## src/rtl/ctmr_pkg.sv

```systemverilog
package ctmr_pkg;

    localparam int unsigned OFFS_PER_CYCLE = 3072;
    localparam int unsigned CYCLES_PER_SEC = 8000;
    localparam int unsigned TICKS_PER_SEC  = OFFS_PER_CYCLE * CYCLES_PER_SEC;

    typedef struct packed {
        logic [6:0]  sec;
        logic [12:0] cyc;
        logic [11:0] offs;
    } ct_word_t;

    typedef enum logic [1:0] {
        ST_IDLE,
        ST_REQ,
        ST_GAP,
        ST_JUDGE
    } smp_state_e;

endpackage

```

## src/rtl/ctmr_tick_conv.sv

```systemverilog
module ctmr_tick_conv
    import ctmr_pkg::*;
(
    input  logic [31:0] raw,
    output logic [31:0] ticks
);
    ct_word_t w;

    always_comb begin
        w     = ct_word_t'(raw);
        // linear tick count from the three fields
        ticks = 32'(w.offs)
              + 32'(w.cyc) * 32'(OFFS_PER_CYCLE)
              + 32'(w.sec) * 32'(TICKS_PER_SEC);
    end
endmodule

```

## src/rtl/ctmr_window_judge.sv

```systemverilog
module ctmr_window_judge
    import ctmr_pkg::*;
#(
    parameter int unsigned DEPTH = 3
) (
    input  logic [DEPTH-1:0][31:0] win,
    output logic                   ok
);
    logic [DEPTH-1:0][31:0] t;
    logic [31:0] d_old, d_new;
    logic        pos_old, pos_new, skew_a, skew_b;

    for (genvar g = 0; g < DEPTH; g++) begin : g_conv
        ctmr_tick_conv u_conv (
            .raw   (win[g]),
            .ticks (t[g])
        );
    end

    always_comb begin
        d_old   = t[1] - t[0];
        d_new   = t[2] - t[1];
        // signed steps must be strictly positive
        pos_old = !d_old[31] && (d_old != 32'd0);
        pos_new = !d_new[31] && (d_new != 32'd0);
        // ratio test without a divider, 33-bit to avoid overflow
        skew_a  = {1'b0, d_old} >= {d_new, 1'b0};
        skew_b  = {1'b0, d_new} >= {d_old, 1'b0};
        ok      = pos_old && pos_new && !skew_a && !skew_b;
    end
endmodule

```

## src/rtl/ctmr_sampler.sv

```systemverilog
module ctmr_sampler
    import ctmr_pkg::*;
#(
    parameter int unsigned GAP_CYCLES = 4,
    parameter int unsigned RETRY_MAX  = 20
) (
    input  logic        clk,
    input  logic        rst_n,
    input  logic        start,
    input  logic        checked_mode,
    output logic        smp_req,
    input  logic        smp_vld,
    input  logic [31:0] smp_data,
    output logic [31:0] result,
    output logic        done,
    output logic        err
);
    localparam int unsigned DEPTH = 3;
    localparam int unsigned TRY_W = $clog2(RETRY_MAX + 1);
    localparam int unsigned GAP_W = $clog2(GAP_CYCLES + 1) + 1;
    localparam int unsigned SNC_W = GAP_W + 1;

    typedef struct packed {
        smp_state_e             state;
        logic [DEPTH-1:0][31:0] win;
        logic [1:0]             nsmp;
        logic [TRY_W-1:0]       tries;
        logic [GAP_W-1:0]       gap;
        logic                   mode;
        logic                   req;
        logic                   done;
        logic                   err;
        logic [31:0]            result;
    } regs_t;

    regs_t r_d, r_q;
    logic  win_ok;

    ctmr_window_judge #(.DEPTH(DEPTH)) u_judge (
        .win (r_q.win),
        .ok  (win_ok)
    );

    always_comb begin
        r_d      = r_q;
        r_d.done = 1'b0;
        unique case (r_q.state)
            ST_IDLE: begin
                if (start) begin
                    r_d.state = ST_REQ;
                    r_d.req   = 1'b1;
                    r_d.nsmp  = '0;
                    r_d.tries = '0;
                    r_d.mode  = checked_mode;
                end
            end
            ST_REQ: begin
                if (smp_vld) begin
                    r_d.req = 1'b0;
                    r_d.win = {smp_data, r_q.win[DEPTH-1:1]};
                    if (!r_q.mode) begin
                        r_d.result = smp_data;
                        r_d.err    = 1'b0;
                        r_d.done   = 1'b1;
                        r_d.state  = ST_IDLE;
                    end else if (r_q.nsmp != 2'd2) begin
                        r_d.nsmp  = r_q.nsmp + 2'd1;
                        r_d.gap   = GAP_W'(GAP_CYCLES);
                        r_d.state = ST_GAP;
                    end else begin
                        r_d.state = ST_JUDGE;
                    end
                end
            end
            ST_GAP: begin
                if (r_q.gap == '0) begin
                    r_d.state = ST_REQ;
                    r_d.req   = 1'b1;
                end else begin
                    r_d.gap = r_q.gap - GAP_W'(1);
                end
            end
            ST_JUDGE: begin
                if (win_ok || r_q.tries == TRY_W'(RETRY_MAX)) begin
                    r_d.result = r_q.win[DEPTH-1];
                    r_d.err    = !win_ok;
                    r_d.done   = 1'b1;
                    r_d.state  = ST_IDLE;
                end else begin
                    r_d.tries = r_q.tries + TRY_W'(1);
                    r_d.gap   = GAP_W'(GAP_CYCLES);
                    r_d.state = ST_GAP;
                end
            end
            default: r_d.state = ST_IDLE;
        endcase
    end

    always_ff @(posedge clk) begin
        if (!rst_n) begin
            r_q       <= '0;
            r_q.state <= ST_IDLE;
        end else begin
            r_q <= r_d;
        end
    end

    assign smp_req = r_q.req;
    assign result  = r_q.result;
    assign done    = r_q.done;
    assign err     = r_q.err;

    // Checker state: clocks since the last accepted reading
    logic [SNC_W-1:0] since_vld_q;
    always_ff @(posedge clk) begin
        if (!rst_n)                                 since_vld_q <= '0;
        else if (smp_req && smp_vld)                since_vld_q <= '0;
        else if (since_vld_q != SNC_W'(GAP_CYCLES + 1)) since_vld_q <= since_vld_q + SNC_W'(1);
    end

    AST_REQ_HOLD: assert property (@(posedge clk) disable iff (!rst_n)
        smp_req && !smp_vld |=> smp_req);
    AST_REQ_DROP: assert property (@(posedge clk) disable iff (!rst_n)
        smp_req && smp_vld |=> !smp_req);
    AST_GAP_SPACING: assert property (@(posedge clk) disable iff (!rst_n)
        $rose(smp_req) && !$past(start) |-> since_vld_q > SNC_W'(GAP_CYCLES));
    AST_DONE_PULSE: assert property (@(posedge clk) disable iff (!rst_n)
        done |=> !done);
    AST_RESULT_HOLD: assert property (@(posedge clk) disable iff (!rst_n)
        !done |-> $stable(result) && $stable(err));
    AST_TRY_CAP: assert property (@(posedge clk) disable iff (!rst_n)
        r_q.tries <= TRY_W'(RETRY_MAX));
    AST_ERR_WITH_DONE: assert property (@(posedge clk) disable iff (!rst_n)
        $rose(err) |-> done);
endmodule

```

## config.mk

```make
export PLATFORM = sky130hd
export DESIGN_NAME = ctmr_sampler
export DESIGN_NICKNAME = d
export VERILOG_FILES = /design/src/rtl/ctmr_pkg.sv /design/src/rtl/ctmr_tick_conv.sv /design/src/rtl/ctmr_window_judge.sv /design/src/rtl/ctmr_sampler.sv
export SDC_FILE = /design/constraint.sdc
export NUM_CORES = 1
export LEC_CHECK = 0
export ABC_AREA = 1
export BUFFER_PORTS_ARGS = -buffer_cell sky130_fd_sc_hd__buf_2
export CAP_MARGIN = 20
export CORE_ASPECT_RATIO = 1.4
export CORE_MARGIN = 1
export CORE_UTILIZATION = 48
export CTS_CLUSTER_DIAMETER = 60
export DETAILED_ROUTE_END_ITERATION = 10
export SLEW_MARGIN = 20
export SYNTH_ARGS = -nofsm -noshare
export SYNTH_HDL_FRONTEND = slang
export SYNTH_HIERARCHICAL = 1
export SYNTH_SLANG_ARGS = --single-unit
export TNS_END_PERCENT = 1
```

## constraint.sdc

```tcl
create_clock -name clk -period 11.7 [get_ports clk]
set_input_delay 0.585 -clock clk [delete_from_list [all_inputs] [get_ports clk]]
set_output_delay 0.585 -clock clk [all_outputs]
set_load 0.005 [all_outputs]
```

Yosys cells after proc, flatten, opt, wreduce, memory -nomap -nowiden
Index checks and enable logic that the tools add are counted.
{ "word_totals": {"elab_cells": 98, "inputBits": 37, "register_bits": 145, "out_inout_bits": 35} }
{ "op_classes": {"n_lt_le_gt_ge": 2, "n_eq_ne": 14, "muxes": 25, "reduce_logical": 28, "n_addsub": 11, "multipliers": 6} }
{ "ops": {"columns": ["op", "n"], "rows": [
  ["2-to-1 mux 100 bit", 1],
  ["adder 26 x 32 -> 32 bit", 3],
  ["adder 12 x 25 -> 26 bit", 3],
  ["2-to-1 mux 34 bit", 2],
  ["case mux 34 bit (2 select lines)", 1],
  ["greater-or-equal comparator 32 x 33 -> 1 bit", 2],
  ["nonzero test 32 bit", 2],
  ["subtractor 32 bit", 2],
  ["multiplier 7 x 9 -> 16 bit, second input constant", 3],
  ["multiplier 13 x 2 -> 15 bit, second input constant", 3],
  ["2-to-1 mux 35 bit", 1],
  ["!= test 2 bit, second input constant", 10],
  ["2-to-1 mux 4 bit", 4],
  ["2-to-1 mux 2 bit", 6],
  ["case mux 4 bit (3 select lines)", 1],
  ["case mux 5 bit (2 select lines)", 1],
  ["2-to-1 mux 9 bit", 1],
  ["case mux 2 bit (4 select lines)", 1],
  ["AND reduction 4 bit", 2],
  ["2-to-1 mux 7 bit", 1],
  ["AND reduction 3 bit", 2],
  ["AND reduction 6 bit", 1],
  ["nonzero test 2 bit", 3],
  ["nonzero test 3 bit", 2],
  ["16 further kinds", 28]
]} }

Logic depth before layout (Yosys ltp)
{ "depth": {"depth_word": 12, "ltp_mapped": 52, "depth_no_buf": 50} }

Modules after synthesis
Netlist, hierarchy kept.
{ "modules_own_cells": {"columns": ["module", "instances", "seq_area_each_um2", "area_each_um2", "cells_per_inst"], "rows": [
  ["ctmr_window_judge", 1, 0.0, 6358.6, 1190],
  ["ctmr_sampler", 1, 2902.8, 6313.6, 875],
  ["ctmr_tick_conv (u_judge.g_conv[2].u_conv)", 1, 0.0, 3025.4, 454],
  ["ctmr_tick_conv (u_judge.g_conv[0].u_conv)", 1, 0.0, 2960.3, 450],
  ["ctmr_tick_conv (u_judge.g_conv[1].u_conv)", 1, 0.0, 2954.1, 450]
]} }

Worst setup path after synthesis
No wires, ideal clock.
{ "synth_timing": {"path_type": "reg-to-reg", "start": "reg r_q[140] (netlist bit)", "end": "reg r_q (netlist bit result[10])", "synth_period_minus_slack_ns": 7.803, "path_buffers": 1, "arrival_time_ns": 7.691, "setup_ns": 0.112, "path_slack_ns": 3.897, "required_time_ns": 11.588, "path_stages_with_launch": 47, "cell_sequence": "dfxtp_1 fa_1 inv_1 fa_1 inv_1 fa_1 inv_1 fa_1 inv_1 ha_1 nand2_1 clkinv_1 nand3_1 nand2_1 xor2_1 ha_1 nand2_1 o21ai_0 [... 11 more ...] xor2_2 inv_1 ha_1 nand2_1 nor4_1 nor4b_1 nand4_1 nand4_1 nor3_2 nand3_1 nor2_1 inv_1 nand2_1 nand2_1 clkbuf_1 nor2_1 nor2_1 nor2_1"} }
{ "synth_lines": {"columns": ["item", "line", "text"], "rows": [
  ["start: declaration", "ctmr_sampler.sv:36", "regs_t r_d, r_q;"],
  ["start signal: assignment", "ctmr_sampler.sv:104", "r_q <= r_d;"]
]} }

==> results.cfg <==
[run_status]
status = finished with violations
violations = DRC

[logic_synthesis]
ys_dominant_reg_cell = dfxtp_1
yosysTopAreaCell = ha_1
synthTopCellsByArea = ha_1 (17%), nand2_1 (14%), dfxtp_1 (13%)
ys_warn_count = 6
syn-instance-count = 3419
ys_seq_area_share_pct = 13.4
syn_avg_cell_area_um2 = 6.32
synth_edf_count = 0
synth.cell_area_um2 = 21600
synth_top_area_share_pct = 17.4
synth-seq-cells = 145
synth_nets = 3825
synth.distinct_cells = 52
synthArstFlopShare_pct = 0

[timing]
rsz0062_at_grt = no
min_period_ns = 9.70
fin_crit_sh_pct = 82.9
setup_ws_ns = 2.00
relSlewSlack_pct = 31.8
setup_viol = 0
slew_viol_final = 0
tns_ns = 0
fin_worst_skew_ns = 0.0206
worst_slew_pin_slew_ns = 1.02
hold_viol_final = 0
max_freq_mhz = 103

[worst_setup_path]
cp-end-kind = flip-flop
crit_type = reg -> reg
worst-r2r-setup-slack_ns = 2.00
cp_data_arrival_time_ns = 10.08
r2r_end = result[7]
cp-start-kind = flip-flop
endpoint = result[7]
cpMaxStageDelayCell = fa_1
rr_worst_depth = 46
crit_fanout = 40
critical-path-max-stage-delay_ns = 0.61
crit_top_cell = nand2_1
critPathRequiredTime_ns = 12.08
timing.rr.start = r_q[108]
crit_start = r_q[108]

[die]
die_y_um = 253
num_io_pins = 72
rows = 91
core_um2 = 44300
die_w_um = 181
die_area_um2 = 45900
start_util_pct = 48.8

[detailed_routing]
wl_um = 65900
firstDrtPassIters = 11
wl_per_cell_um = 16.6
vias_per_cell = 5.32
drtIter0Drc = 1479
antenna_left = 0
drc = 1
vias = 21100

[clocking]
postCtsResizedCells = 0
cts.clk_slew.worst_paths_ns = 0.08
numCtsBuffers = 17
htree_levels = 4
clkLatencyLatePin_ns = 0.45
clock_sink_count = 145
cts_tree = done
cts_hold_buf = 0
post_cts_buffers = 0
cts_buffer_depth = 2
cts-root-buf = clkbuf_16

[cells_and_area]
stdcell_count = 3966
final_util_pct = 51.0
final_design_area_no_fill_um2 = 22600
n_antenna_cell = 0
area.growth.synth_to_final_pct = 4.43
layout.nets = 3801
drive_gt1_share_pct = 7.22

[worst_hold_path]
hold_depth = 3
worstHoldPathType = in -> reg

[place]
pre_cts_ws_ns = 2.08
dpl.hpwl_um = 55100
io_buffers = 71
post_dp_cell_area_um2 = 21900
gp_congestion = 0.995
dp.cells = 3933

[power_and_ir_drop]
p_leak_nw = 12.7
peakVddDrop_uv = 216
power.density_nw_per_um2 = 266

[global_routing]
track_usage_pct = 29.1
globalRoute.busiestLayer = met2
grt_max_degree = 106
use_met2_pct = 52.6
grt_pass1_wl_um = 107000
grt_overflow_total = 0
grtUsageMet1_pct = 34.8
grt.met3_usage_pct = 2.68
first_global_vias = 20800
antenna_found_initial = 0

[flow_run]
max_cap_violations = 0
cell usage in the layout (no fill, tap or decap), types with 17 or more instances in the layout:
cell type  instances
dfxtp_1          145
nand2_1          779
ha_1             301
nand2_2           52
buf_2             70
xnor2_1           21
nand3_1          249
xor2_1            82
a21oi_2           17
nand4_1           51
nor3_1            24
a21oi_1          233
inv_1            597
nor2_1           358
o21ai_0          157
fa_1              68
nand3b_1          21
nor2_2            19
clkbuf_16         17
per-layer routing:
metal / wire length (um) / part of all wire, % / vias up
met5: 0 / 0 / -
met4: 3100 / 4.7 / 0
met3: 2300 / 3.5 / 112
met2: 32400 / 49 / 502
met1: 28100 / 43 / 9692
li1: - / - / 10800
metrics by stage:
stage | hold WS (ns) | power (W)
global route | 0.438 | 0.00670
detailed placement | 0.465 | 0.00537
floorplan | 0.449 | 0.00414
CTS | 0.427 | 0.00599
global placement | 0.462 | 0.00529
finish | 0.440 | 0.00601
power by group:
part	internal [W]	leakage, nW	switching (W)
Sequential	0.000535	1.18	0.0000502
Clock	0.000293	0.300	0.000288
Combinational	0.00165	11.2	0.00320
worst max-delay path, delay by kind of cell, from the launching register on:
| kind | cells | cell delay, ns |
|---|---|---|
| simple gates | 21 | 2.95 |
| fa+ha+maj | 8 | 3.55 |
| xor+xnor | 3 | 0.85 |
| buf+inv | 9 | 0.95 |
| flops | 1 | 0.39 |
| compound gates | 5 | 0.85 |
flip-flops by register name (all words and copies together) (netlist names):
register and count:
done 1, err 1, r_q 110, result 32, smp_req 1
cell usage after synthesis, types with 3 or more instances:
| cell type | number |
|---|---|
| clkbuf_1 | 27 |
| xor2_1 | 82 |
| buf_2 | 15 |
| xor2_2 | 5 |
| nand3_2 | 5 |
| nor2_4 | 7 |
| inv_1 | 597 |
| nand2_2 | 53 |
| a21o_1 | 16 |
| nand4_1 | 51 |
| a21oi_1 | 233 |
| nand2_1 | 779 |
| xnor2_1 | 21 |
| nor3_1 | 24 |
| dfxtp_1 | 145 |
| o21a_1 | 6 |
| nor2_1 | 358 |
| clkinv_1 | 3 |
| nor4_1 | 3 |
| nand3b_1 | 21 |
| o21ai_1 | 7 |
| o211ai_1 | 3 |
| a21oi_2 | 17 |
| o21bai_1 | 11 |
| a21boi_0 | 3 |
| buf_4 | 66 |
| fa_1 | 68 |
| inv_2 | 13 |
| o21ai_0 | 157 |
| a221oi_1 | 3 |
| buf_6 | 10 |
| a31oi_1 | 10 |
| nand3_1 | 249 |
| nor2_2 | 19 |
| nand2_4 | 7 |
| ha_1 | 301 |
| a21boi_1 | 3 |
area by class of cell:
class                           count  area, um^2
Tap cell                          558         698
Timing Repair Buffer               76         415
Fill cell                        4633       21700
Multi-Input combinational cell   2540       15600
Clock buffer                       17         425
Inverter                          615        2310
Clock inverter                     15         194
Sequential cell                   145        2900
cells by family (layout without fill, tap and decap cells):
| logic type | Yosys count | count (layout) | share of synthesized area (%) |
|---|---|---|---|
| AOI/OAI and AO/OA | 472 | 472 | 11.9 |
| adders and majority gates | 369 | 369 | 23.7 |
| buffers and inverters | 734 | 723 | 14.3 |
| and+or+nand+nor | 1591 | 1591 | 32.1 |
| DFF | 145 | 145 | 13.4 |
| xor gates and xnor gates | 108 | 108 | 4.55 |
how the worst min path moves through the flow:
| stage | from | to | slack [ns] |
|---|---|---|---|
| 2_1_floorplan | r_q[46] | r_q[46] | 0.45 |
| 3_3_place_gp | r_q[46] | r_q[46] | 0.46 |
| 3_5_place_dp | r_q[46] | r_q[46] | 0.47 |
| 4_1_cts | checked_mode | r_q[35] | 0.43 |
| 5_1_grt | checked_mode | r_q[35] | 0.44 |
| 6_report | checked_mode | r_q[35] | 0.44 |
Note: power is estimated with default switching activity, not from simulation.
